===== src/rtl/trc_pkg.sv =====
package trc_pkg;
  typedef enum logic [0:0] {
    ST_TRAIN    = 1'b0,
    ST_RELEASED = 1'b1
  } trc_state_t;
endpackage


===== src/rtl/trc_hold_timer.sv =====
module trc_hold_timer #(
  parameter int TW = 32
) (
  input  logic          clk,
  input  logic          rst,
  input  logic          clear,
  input  logic          advance,
  input  logic [TW-1:0] limit,
  output logic          expired
);
  localparam logic [TW-1:0] ONE = TW'(1);

  logic [TW-1:0] cnt;

  // Saturating up-counter: holds once it reaches the terminal count
  always_ff @(posedge clk) begin
    if (rst || clear) begin
      cnt <= '0;
    end else if (advance && !expired) begin
      cnt <= cnt + ONE;
    end
  end

  assign expired = (cnt >= limit);
endmodule


===== src/rtl/trc_release_logic.sv =====
module trc_release_logic
  import trc_pkg::*;
(
  input  trc_state_t state,
  input  logic       rst_done,
  input  logic       rs_valid,
  input  logic       r_locked,
  input  logic       relink,
  input  logic       expired,
  output trc_state_t nxt_state,
  output logic       tmr_clear,
  output logic       tmr_adv
);
  always_comb begin
    nxt_state = state;
    tmr_clear = 1'b0;
    tmr_adv   = 1'b0;
    if (relink) begin
      // link lost: train again from scratch
      nxt_state = ST_TRAIN;
      tmr_clear = 1'b1;
    end else if (!rst_done) begin
      // transceiver (back) in reset: hold request, restart hold period
      nxt_state = ST_TRAIN;
      tmr_clear = 1'b1;
    end else if (state == ST_TRAIN) begin
      if (rs_valid) begin
        // qualified far-end status overrides the timer; count frozen
        if (r_locked) nxt_state = ST_RELEASED;
      end else if (expired) begin
        nxt_state = ST_RELEASED;
      end else begin
        tmr_adv = 1'b1;
      end
    end
  end
endmodule


===== src/rtl/trc_state_reg.sv =====
module trc_state_reg
  import trc_pkg::*;
(
  input  logic       clk,
  input  logic       rst,
  input  trc_state_t nxt_state,
  output trc_state_t state,
  output logic       train_q
);
  always_ff @(posedge clk) begin
    if (rst) begin
      state   <= ST_TRAIN;
      train_q <= 1'b1;
    end else begin
      state   <= nxt_state;
      train_q <= (nxt_state == ST_TRAIN);
    end
  end
endmodule


===== src/rtl/train_req_ctrl.sv =====
module train_req_ctrl
  import trc_pkg::*;
#(
  parameter int TW = 32
) (
  input  logic          clk,
  input  logic          rst,
  input  logic          xcvr_rst_done,
  input  logic          remote_status_valid,
  input  logic          remote_locked,
  input  logic          relink_req,
  input  logic [TW-1:0] hold_count,
  output logic          force_train
);
  trc_state_t state;
  trc_state_t nxt_state;
  logic       tmr_clear;
  logic       tmr_adv;
  logic       tmr_expired;

  trc_hold_timer #(.TW(TW)) u_timer (
    .clk     (clk),
    .rst     (rst),
    .clear   (tmr_clear),
    .advance (tmr_adv),
    .limit   (hold_count),
    .expired (tmr_expired)
  );

  trc_release_logic u_decide (
    .state     (state),
    .rst_done  (xcvr_rst_done),
    .rs_valid  (remote_status_valid),
    .r_locked  (remote_locked),
    .relink    (relink_req),
    .expired   (tmr_expired),
    .nxt_state (nxt_state),
    .tmr_clear (tmr_clear),
    .tmr_adv   (tmr_adv)
  );

  trc_state_reg u_state (
    .clk       (clk),
    .rst       (rst),
    .nxt_state (nxt_state),
    .state     (state),
    .train_q   (force_train)
  );
endmodule


===== config.mk =====
export PLATFORM = sky130hd
export DESIGN_NAME = train_req_ctrl
export DESIGN_NICKNAME = d
export VERILOG_FILES = /design/src/rtl/trc_pkg.sv /design/src/rtl/trc_hold_timer.sv /design/src/rtl/trc_release_logic.sv /design/src/rtl/trc_state_reg.sv /design/src/rtl/train_req_ctrl.sv
export SDC_FILE = /design/constraint.sdc
export NUM_CORES = 1
export LEC_CHECK = 0
export ABC_AREA = 1
export BUFFER_PORTS_ARGS = -buffer_cell sky130_fd_sc_hd__buf_2
export CAP_MARGIN = 40
export CORE_MARGIN = 4
export CORE_UTILIZATION = 53
export DETAILED_ROUTE_END_ITERATION = 12
export GPL_TIMING_DRIVEN = 1
export PLACE_DENSITY = 0.83
export SYNTH_ARGS = -nofsm -noshare
export SYNTH_HDL_FRONTEND = slang
export SYNTH_SLANG_ARGS = --single-unit

===== constraint.sdc =====
create_clock -name clk -period 1.8 [get_ports clk]
set_input_delay 0.36 -clock clk [delete_from_list [all_inputs] [get_ports clk]]
set_output_delay 0.36 -clock clk [all_outputs]
set_load 0.05 [all_outputs]

* Word level (Yosys, flattened, before mapping)
Index checks and enable logic that the tools add are counted.
W data, S select, Z words.
** Cells by class
- Reductions and logical operators :: 3
- Magnitude comparators :: 1
- Multiplexer cells :: 13
- Bitwise operators :: 1
- Add/subtract/negate cells :: 1
** Operator list (count)
- $add A32 B1 Y32 const B :: 1
- $ge A32 B32 Y1 :: 1
- $mux W1 :: 13
- $logic_and A1 B1 Y1 :: 1
- $logic_not A1 Y1 :: 1
- $logic_or A1 B1 Y1 :: 1
- $not A1 Y1 :: 1
** Word-level totals
- Input bits :: 38
- Register bits :: 34
- Output and inout bits :: 1

* Depth between registers and ports, before layout
Gate-level depths: netlist of run 1.
- Depth after elaboration :: 7
- Depth in mapped cells :: 16
- Depth with buffers taken out :: 16

* Hierarchy
A second synthesis of run 1 with hierarchy kept.
** Unflattened totals
- Cell total of the unflattened synthesis :: 537
- Area total of the unflattened synthesis :: 3154.3 um^2
** By module, submodules not included
- trc_hold_timer :: sequential area each 640.6 um^2, instances 1, cells each 521, area each 3052.9 um^2
- trc_state_reg :: sequential area each 40.0 um^2, instances 1, cells each 6, area each 57.6 um^2
- trc_release_logic :: sequential area each 0.0 um^2, instances 1, cells each 10, area each 43.8 um^2

* Worst setup path after synthesis of run 1
No wires, ideal clock.
- Path kind :: input port to flip-flop
- Start point :: input port hold_count[23]
- End point :: register u_timer.cnt[23]
- Setup time :: 132 ps
- Setup slack :: 62 ps
- Required time :: 1668 ps
- Arrival :: 1605 ps
- Stages on the path :: 10
- Cells stage by stage :: inv_1 > ha_1 > a21oi_1 > o21a_1 > nand2_1 > a21oi_4 > nand3_4 > buf_4 > nand2_1 > a21oi_1
** Between the ends
- Longest elaborated chain between the ends :: 7
** Ends and longest elaborated chain
- from (decl) :: line train_req_ctrl.sv:12 : input logic [TW-1:0] hold_count,
- $ge A32 B32 Y1 (*) :: line trc_hold_timer.sv:24 : assign expired = (cnt >= limit);
- $mux W1 :: line trc_release_logic.sv:30 : end else if (expired) begin
- $mux W1 :: line trc_release_logic.sv:27 : if (rs_valid) begin
- $mux W1 :: line trc_release_logic.sv:26 : end else if (state == ST_TRAIN) begin
- $mux W1 :: line trc_release_logic.sv:22 : end else if (!rst_done) begin
- $mux W1 :: line trc_release_logic.sv:18 : if (relink) begin
- $logic_and A1 B1 Y1 (*) :: line trc_hold_timer.sv:19 : end else if (advance && !expired) begin
- to (signal assigned) :: line trc_hold_timer.sv:20 : cnt <= cnt + ONE;
- to (decl) :: line trc_hold_timer.sv:13 : logic [TW-1:0] cnt;
Every way passes the cells marked *; elsewhere a longest branch is shown, timed or not.
A chain may end at the register's enable or synchronous reset.

* Worst setup path in the final report of run 1
- Start point :: register u_timer.cnt[7]
- End point :: register u_timer.cnt[9]
** Between the ends
- Longest elaborated chain between the ends :: 7
** Ends and longest elaborated chain (line)
- $ge A32 B32 Y1 :: trc_hold_timer.sv:24
- $mux W1 :: trc_release_logic.sv:30
- $mux W1 :: trc_release_logic.sv:27
- $mux W1 :: trc_release_logic.sv:26
- $mux W1 :: trc_release_logic.sv:22
- $mux W1 :: trc_release_logic.sv:18
- $logic_and A1 B1 Y1 :: trc_hold_timer.sv:19
Several ways; a longest one is shown, not always the timed one.

==> results of run 1 <==
[per-stage QoR]
step                hold WS [ns]  util, %  setup WS [ns]  setup TNS, ns
global placement          0.5721    66.36        -0.2081         -6.220
CTS                       0.4017    70.44       0.003392              0
finish                    0.4108    77.16        -0.1181         -2.634
floorplan                 0.4636        -        0.06237              0
global route              0.4366    77.16        -0.2510         -5.815
detailed placement        0.5948    66.36        -0.2302         -7.253
[final cells by class]
type	count	area share, %
clock buffers	7	1.983
clock inverters	1	0.1150
inverters	54	4.657
multi-input cells	383	59.41
flip-flops and latches	34	15.98
well taps	72	2.070
repair buffers	89	15.78
[sequential cells by signal, summed over array words and instances, names as in the netlist]
register,cells
u_state.state,1
u_state.train_q,1
u_timer.cnt,32
[worst max-delay path by stage]
| stage | startpoint | to | slack (ns) |
|---|---|---|---|
| floorplan | hold_count[23] | u_timer.cnt[23]$_SDFFE_PP0P_ | 0.06 |
| global placement | hold_count[25] | u_state.state$_SDFF_PP0_ | -0.21 |
| detailed placement | hold_count[25] | u_state.state$_SDFF_PP0_ | -0.23 |
| CTS | u_timer.cnt[9]$_SDFFE_PP0P_ | u_timer.cnt[25]$_SDFFE_PP0P_ | 0.003 |
| global route | u_timer.cnt[10]$_SDFFE_PP0P_ | u_timer.cnt[9]$_SDFFE_PP0P_ | -0.25 |
| finish | u_timer.cnt[7]$_SDFFE_PP0P_ | u_timer.cnt[9]$_SDFFE_PP0P_ | -0.12 |
[logic make-up after synthesis]
group	count (synthesis)	share of synthesized area, %
AOI/OAI and AO/OA	54	9.084
buffers and inverters	69	9.559
adders and majority gates	33	13.09
xor gates and xnor gates	15	4.165
DFF	34	21.58
and+or+nand+nor	281	42.52
[cells in the final DEF (no fill, tap or decap), drive strengths merged, types with 11 or more instances in the layout]
cell    netlist  layout
ha           33      33
nor2         58      58
a21oi        49      49
nand2       166     166
dfxtp        34      34
xor2         11      11
nand4        36      36
nand3b       13      13
inv          54      54
buf          12      87
[layer usage]
layer  vias to the layer above  wire (um)  track usage [%]
li1                       1745          -                -
met1                      1671       3955            31.08
met2                       207       4992            45.34
met3                        53        773            3.592
met4                         0        412            6.906
met5                         -          0                0
[power by group through the flow]
stage / Sequential, mW / Combinational [mW] / Clock (mW)
global route: 0.753 / 0.241 / 0.647
detailed placement: 0.771 / 0.156 / 0
CTS: 0.753 / 0.167 / 0.617
global placement: 0.771 / 0.148 / 0
finish: 0.753 / 0.220 / 0.614
floorplan: 0.773 / 0.0838 / 0
[tightest hold or removal path, stage by stage]
cell	delay, ns
buf_2	0.12
inv_1	0.04
nand2_1	0.07
a21oi_2	0.06
[timing repair]
| item | 4_1_cts | 5_1_grt |
|---|---|---|
| cloned | 0 | 2 |
| gates resized for setup | 28 | 65 |
| pin swaps | 7 | 14 |
| setup endpoints to repair | 34 | 34 |
| setup buffers | 1 | 2 |
==> flow_summary.ini, run 1 <==
[outcome]
status = complete, but fails checks
violations = setup timing

[power]
internal-power_mw = 1.159
netSwitchingFraction_pct = 27.00
comb_power_share_pct = 13.8
vdd_drop_max_mv = 0.4020
power.density_nw_per_um2 = 364.6
p_switching_mw = 0.4285
seq_power_share_pct = 47.5
leakage_nw = 1.876
clockPowerShare_pct = 38.7
total_power_mw = 1.587

[synthesis]
ys_types = 28
synth-async-reset-ratio_pct = 0
synth-seq-cells = 34
yosysWarnings = 0
synth_most_common_cell = nand2_1
syn_nets = 557
netlist.area_leader.share_pct = 21.58
ys.flop_type = dfxtp_1
synth_edf_count = 0
syn_inst = 486
synth-seq-area-share_pct = 21.58
syn_area_per_cell_um2 = 6.490
netlist_top_cells_area = dfxtp_1 (22%), nand2_1 (19%), ha_1 (13%)
netlist_area_um2 = 3154
yosysTopAreaCell = dfxtp_1
synthTopCellsByCount = nand2_1 (157), inv_1 (51), a21oi_1 (48), nor2_1 (45), nand4_1 (36)

[critical_path]
cp.buffers_inverters = 2
path_cells = ha_4 > nand2_2 > inv_2 > nand2_2 > nor2_1 > nor2_1 > nand2_1 > nand2_1 > nand2_2 > nand2_4 > nand3_4 > clkbuf_16 > nand2_1 > a21oi_1
cp_max_fo = 8
cpLargestDelayFamily = simple AND/OR/NAND/NOR gates
reg2regPathDepth = 14
crit_path_end_kind = flop
timing.rr.start = u_timer.cnt[7]$_SDFFE_PP0P_
path_depth = 14
critPathSlowestCell = dfxtp_2
reg2reg_slack_ns = -0.12
cp.arrival_ns = 2.08
required_ns = 1.96
timing.rr.end = u_timer.cnt[9]$_SDFFE_PP0P_
critPathKind = reg2reg
critical-path-max-stage-delay_ns = 0.37
critPathLaunchType = flop

[clock_network]
clockRootBuffer = clkbuf_8
cts_hold_buffers = 0
clk_latency_ns = 0.29
cts.clk_slew.worst_paths_ns = 0.08
cts.sinks = 34
cts-htree-levels = 2
cts_tree = yes
cts_max_path_buffers = 2
cts_buffers = 5

[placement]
place_area_um2 = 3744
dpl.hpwl_um = 6813
port_buffers = 38
placedCellCount = 627
routabilityCongestion = 0.9441

[drt]
drcViolationCount = 0
viasPerCell = 5.744
wl_um = 10130
vias = 3676
firstDrtPassIters = 7
ant_nets = 0
wire_per_inst_um = 15.83
dr.first_iter.drc_count = 473

[finish]
multi_input_area_um2 = 2586
area_growth_pct = 38.00
seqCellArea_um2 = 695.7
diodes = 0
final_nets = 638
fin_area_um2 = 4353
final_cells = 640
n_fill_cell = 403
layout-drive-gt1-share_pct = 36.97

[die]
die_w_um = 85.15
initial_core_util_pct = 55.91
die_height_um = 85.15
core_area_um2 = 5642
std_cell_rows = 27
die_area_um2 = 7250
ios = 39

[timing]
setup_ws_ns = -0.1181
max_freq_ghz = 0.5214
worst_pin_slew_ns = 0.4254
skew_ns = 0.004465
min_period_over_period_pct = 106.6
fin_crit_ns = 1.918
rsz0062_at_grt = yes
maxSlewViolCount = 0
hold_viol_final = 0
setup_viol = 32
relSlewSlack_pct = 71.64

[grt]
grt-ovfl-total = 0
track_usage_pct = 25.19
antenna_found_initial = 0
grt_max_degree = 34
grt_pass1_vias = 3374
grt_pass1_wl_um = 14890

[min_path]
min_path_type = in2reg
holdPathEnd = u_state.state$_SDFF_PP0_
hold-path-cell-count = 4
hold_start = remote_status_valid

[job]
maxCapViolCount = 0
Power figures use the tool's default switching activity.
==> run 2: changes to the inputs <==
--- a/config.mk
+++ b/config.mk
@@ -15,4 +15,5 @@
 export PLACE_DENSITY = 0.83
 export SYNTH_ARGS = -nofsm -noshare
 export SYNTH_HDL_FRONTEND = slang
+export SYNTH_HIERARCHICAL = 1
 export SYNTH_SLANG_ARGS = --single-unit
==> constraint.sdc (replaced) <==
create_clock -name clk -period 1.8 [get_ports clk]
set_input_delay 0.36 -clock clk [delete_from_list [all_inputs] [get_ports clk]]
set_output_delay 0.36 -clock clk [all_outputs]
set_load 0.01 [all_outputs]
==> flow_summary.ini, run 2 <==
[synthesis]
netlist_top_cells_area = dfxtp_1 (22%), inv_1 (16%), nand2_1 (16%)
syn_inst = 537
synth_most_common_cell = inv_1
synthTopCellsByCount = inv_1 (133), nand2_1 (132), nor2_1 (66), nand3_1 (39), nand4_1 (38)
yosysWarnings = 6
netlist.area_leader.share_pct = 21.58
syn_area_per_cell_um2 = 5.874
synth-seq-area-share_pct = 21.58
synth-seq-cells = 34
yosysTopAreaCell = dfxtp_1
synth-async-reset-ratio_pct = 0
netlist_area_um2 = 3154
synth_edf_count = 0
ys.flop_type = dfxtp_1
syn_nets = 608
ys_types = 27

[timing]
worst_pin_slew_ns = 0.5196
relSlewSlack_pct = 65.09
max_freq_ghz = 0.3345
setup_ws_ns = -1.190
fin_crit_ns = 2.990
maxSlewViolCount = 0
setup_viol = 34
rsz0062_at_grt = yes
skew_ns = 0.008142
min_period_over_period_pct = 166.1
hold_viol_final = 0

[job]
maxCapViolCount = 0

[finish]
area_growth_pct = 44.15
fin_area_um2 = 4547
mostFrequentLayoutCells = nand2_1 (117), inv_1 (110), buf_4 (50), nor2_1 (48)
top_register = u_timer/cnt
layout-drive-gt1-share_pct = 35.83
reg.largest.list = u_timer/cnt (32), u_state/state (1), u_state/train_q (1)
n_fill_cell = 357
largest_reg_flops = 32
diodes = 0
final_common_cell = nand2_1
final_nets = 699

[critical_path]
path_cells = ha_4 > nand2_1 > nand2_1 > nand2_1 > nand2_1 > nand2_1 > nand2_1 > nand2_1 > nand2_2 > nand2_2 > nand2_2 > nor2_2 > nand2_2 > nor2_4 > inv_4 > nor3_4 > nand2_2 > nor2_4 > nand3_4 > nor2_2 > nand3_1 > nand2_1 > inv_1 > nor2_1
required_ns = 2.02
cpLargestDelayFamily = simple AND/OR/NAND/NOR gates
critPathSlowestCell = dfxtp_2
reg2reg_slack_ns = -1.19
critical-path-max-stage-delay_ns = 0.34
cp_max_fo = 4
crit_path_end_kind = flop
critPathKind = reg2reg
cp.arrival_ns = 3.21
cp.buffers_inverters = 2
critPathLaunchType = flop
cp_common_cell = nand2_1

[die]
die_w_um = 85.15
core_area_um2 = 5642
die_height_um = 85.15
die_area_um2 = 7250
ios = 39
initial_core_util_pct = 55.91
std_cell_rows = 27

[clock_network]
clk_latency_ns = 0.29
clockRootBuffer = clkbuf_8
cts.clk_slew.worst_paths_ns = 0.08
cts_hold_buffers = 0
cts.sinks = 34
cts_max_path_buffers = 2
cts_buffers = 5
cts_tree = yes
cts-htree-levels = 2

[grt]
grt-ovfl-total = 0
track_usage_pct = 26.23
antenna_found_initial = 0
grt_pass1_vias = 3715
grt_max_degree = 63
grt_pass1_wl_um = 15700

[drt]
wire_per_inst_um = 16.47
firstDrtPassIters = 8
viasPerCell = 5.861
drcViolationCount = 0
wl_um = 11530
vias = 4103
dr.first_iter.drc_count = 633
ant_nets = 0

[outcome]
violations = setup timing
status = complete, but fails checks

[power]
leakage_nw = 2.192
total_power_mw = 1.555
power.density_nw_per_um2 = 342.0
vdd_drop_max_mv = 0.3569

[min_path]
min_path_type = in2reg

[placement]
routabilityCongestion = 0.9386
port_buffers = 38
dpl.hpwl_um = 5977
place_area_um2 = 3924
==> run 2: cell types whose count changed after synthesis, sizes merged, moves of 13 or more <==
cell,before,now
nand2,166,133
nand3b,13,0
nor2,58,73
nand3,5,41
a21oi,49,14
inv,54,134
==> run 2: report_power, final <==
group,switching (mW),internal (mW),leakage (nW)
clock,0.287,0.267,0.0383
combinational,0.131,0.118,1.87
sequential,0.00116,0.752,0.282
total,0.419,1.14,2.19
==> run 2: metrics by stage <==
step | std cells | util (%) | hold WS [ns] | worst slack [ns] | TNS (ns)
after floorplan | 537 | - | 0.4269 | -0.7587 | -18.38
after global placement | 677 | 69.55 | 0.5347 | -0.9227 | -25.48
after detailed placement | 677 | 69.55 | 0.5627 | -1.052 | -27.63
after CTS | 695 | 77.38 | 0.2624 | -0.7586 | -21.11
after global routing | 700 | 80.59 | 0.2753 | -1.322 | -33.39
final | 700 | 80.59 | 0.2635 | -1.190 | -30.95
==> run 2: final cells by class <==
cell class | instances | area, um2 | area share [%]
Multi-Input combinational cell | 354 | 2437 | 53.60
Timing Repair Buffer | 99 | 706.9 | 15.55
Sequential cell | 34 | 703.2 | 15.47
Inverter | 134 | 533.0 | 11.72
Tap cell | 72 | 90.09 | 1.981
Clock buffer | 7 | 76.32 | 1.679
==> run 2: timing repair <==
| action | 4_1_cts | 5_1_grt |
|---|---|---|
| buffers inserted | 14 | 6 |
| setup endpoints to repair | 34 | 34 |
| pin swaps | 43 | 44 |
| resized for setup | 60 | 44 |
==> run 2: routing by layer <==
layer	part of all wire [%]	track usage (%)	vias up
li1	-	-	1836
met1	34	29.08	1819
met2	49	48.31	340
met3	9.6	4.466	108
met4	7.1	11.94	0
met5	0	0	-
==> run 2: path summary, 6_finish.rpt <==
| check | endpoint | cells past startpoint | from |
|---|---|---|---|
| hold reg to reg | u_timer/cnt[0]$_SDFFE_PP0P_ | 4 | u_timer/cnt[0]$_SDFFE_PP0P_ |
| setup / recovery | u_timer/cnt[29]$_SDFFE_PP0P_ | 24 | u_timer/cnt[1]$_SDFFE_PP0P_ |
| hold / removal | u_state/state$_SDFF_PP0_ | 2 | rst |
| setup reg to reg | u_timer/cnt[29]$_SDFFE_PP0P_ | 24 | u_timer/cnt[1]$_SDFFE_PP0P_ |
==> run 2: cell families (layout without fill, tap and decap cells) <==
logic type	Yosys count	in the layout	synth area share (%)
buffers and inverters	149	240	18.44
AND/OR/NAND/NOR	300	300	42.84
XOR/XNOR	1	1	0.2777
AO/OA/AOI/OAI	20	20	3.768
flip-flops	34	34	21.58
adder cells (fa/ha/maj)	33	33	13.09
==> run 3: changes to the inputs <==
--- a/config.mk
+++ b/config.mk
@@ -12,7 +12,7 @@
 export CORE_UTILIZATION = 53
 export DETAILED_ROUTE_END_ITERATION = 12
 export GPL_TIMING_DRIVEN = 1
-export PLACE_DENSITY = 0.83
+export PLACE_DENSITY_LB_ADDON = 0.08
 export SYNTH_ARGS = -nofsm -noshare
 export SYNTH_HDL_FRONTEND = slang
 export SYNTH_HIERARCHICAL = 1
==> flow_summary.ini, run 3 (synthesis results as in run 2) <==
[timing]
setup_ws_ns = -0.7680
worst_pin_slew_ns = 0.6324
skew_ns = 0.005849
rsz0062_at_grt = yes
max_freq_ghz = 0.3894
hold_viol_final = 0
min_period_over_period_pct = 142.7
relSlewSlack_pct = 57.84
maxSlewViolCount = 0
fin_crit_ns = 2.568
setup_viol = 33
worst_hold_slack_ns = 0.2777

[grt]
grt_pass1_vias = 3411
use_met2_pct = 39.69
grt-ovfl-total = 0
grtUsageMet1_pct = 28.26
grt_max_degree = 63
busiest_layer = met2
antenna_found_initial = 0
track_usage_pct = 22.80
grtUsageMet3_pct = 4.078
grt_pass1_wl_um = 14030

[clock_network]
cts.sinks = 34
cts.clk_slew.worst_paths_ns = 0.07
cts_buffers = 5
clk_latency_ns = 0.28
clockRootBuffer = clkbuf_8
cts_tree = yes
cts_max_path_buffers = 2
cts-htree-levels = 2
cts_hold_buffers = 0

[placement]
place_worst_setup_slack_ns = -0.9515
port_buffers = 38
dpl.hpwl_um = 5912
routabilityCongestion = 0.8353
placedCellCount = 676

[min_path]
hold_start = rst
holdPathEnd = u_state/state$_SDFF_PP0_
hold-path-cell-count = 2
min_path_type = in2reg

[die]
die_area_um2 = 7250
die_height_um = 85.15
initial_core_util_pct = 55.91
core_area_um2 = 5642
std_cell_rows = 27
die_w_um = 85.15
ios = 39

[outcome]
status = complete, but fails checks
violations = setup timing

[drt]
viasPerCell = 5.243
drcViolationCount = 0
ant_nets = 0
wire_per_inst_um = 12.09
vias = 3628
wl_um = 8366
firstDrtPassIters = 5
dr.first_iter.drc_count = 225

[critical_path]
required_ns = 2.02
cp_max_fo = 4
reg2reg_slack_ns = -0.77
critPathLaunchType = flop
timing.rr.start = u_timer/cnt[29]$_SDFFE_PP0P_
startpoint = u_timer/cnt[29]$_SDFFE_PP0P_
critPathKind = reg2reg
cp.arrival_ns = 2.79
timing.rr.end = u_timer/cnt[22]$_SDFFE_PP0P_
crit_path_end_kind = flop
reg2regPathDepth = 18

[power]
p_switching_mw = 0.3871
total_power_mw = 1.544
netSwitchingFraction_pct = 25.06
leakage_nw = 2.116
power.density_nw_per_um2 = 351.0
vdd_drop_max_mv = 0.4246
comb_power_share_pct = 14.8
clockPowerShare_pct = 36.3
seq_power_share_pct = 48.9
internal-power_mw = 1.157

[finish]
layout-drive-gt1-share_pct = 35.16
diodes = 0
final_nets = 692
area_growth_pct = 39.51
largest_reg_flops = 32
final_cells = 692
top_register = u_timer/cnt
reg.largest.list = u_timer/cnt (32), u_state/state (1), u_state/train_q (1)
mostFrequentLayoutCells = inv_1 (112), nand2_1 (112), nor2_1 (50), buf_4 (50)

[job]
maxCapViolCount = 0
-- run 3: changes by cell type in the layout (fill, tap and decap cells not counted), moves of 4 or more --
cell / before / now
buf_6: 9 / 2
nand2_2: 15 / 21
nor2_4: 12 / 6
nand2_1: 117 / 112
nor2_2: 13 / 17
-- run 3: what timing repair did --
| action | 4_1_cts | 5_1_grt |
|---|---|---|
| endpoints found under the setup margin | 34 | 34 |
| endpoints found under the hold margin | 0 | 0 |
| pin swaps | 19 | 42 |
| gates resized for setup | 32 | 47 |
| setup buffers | 6 | 5 |
-- run 3: layout make-up --
cell class	instances	area (um2)
Clock buffer	6	82.58
Fill cell	414	1241
Inverter	134	533.0
Multi-Input combinational cell	354	2371
Sequential cell	34	700.7
Tap cell	72	90.09
Timing Repair Buffer	92	623.1
-- run 3: power groups by stage --
stage	Combinational, mW	Sequential [mW]	Clock, mW
2_1_floorplan	0.105	0.772	0
3_3_place_gp	0.180	0.772	0
3_5_place_dp	0.189	0.772	0
4_1_cts	0.206	0.755	0.575
5_1_grt	0.259	0.755	0.598
6_report	0.229	0.755	0.561
-- run 3: routing by layer --
metal	wire [um]	vias to the layer above	part of all wire, %
met5	0	-	0
met4	189	0	2.3
met3	405	20	4.8
met2	4234	107	51
met1	3536	1668	42
li1	-	1833	-
-- run 3: how the worst max path moves through the flow --
stage / end / slack, ns
floorplan: u_timer/cnt[31]$_SDFFE_PP0P_ / -0.76
global placement: u_timer/cnt[31]$_SDFFE_PP0P_ / -0.86
detailed placement: u_timer/cnt[25]$_SDFFE_PP0P_ / -0.95
CTS: u_timer/cnt[29]$_SDFFE_PP0P_ / -0.75
global route: u_timer/cnt[15]$_SDFFE_PP0P_ / -0.99
finish: u_timer/cnt[22]$_SDFFE_PP0P_ / -0.77
-- run 3: critical path, cell delays in order, from the launching register on --
cell	delay (ns)
dfxtp_1	0.38
ha_4	0.22
a21oi_1	0.14
o21a_1	0.18
nand2_2	0.07
a21oi_4	0.14
nand2_2	0.07
nor2_2	0.13
nand2_2	0.09
nor2_4	0.12
buf_4	0.15
nand3_2	0.09
nor2_4	0.15
nand3_2	0.14
nor2_2	0.15
nand3_1	0.08
nand2_1	0.10
inv_1	0.04
nor2_1	0.06
-- run 3: stage by stage --
step	instance area (um2)	TNS, ns	utilization (%)
floorplan	3395	-18.38	-
global placement	3929	-23.77	69.64
detailed placement	3929	-26.37	69.64
CTS	4180	-20.62	74.10
global route	4400	-28.26	78.00
finish	4400	-22.03	78.00
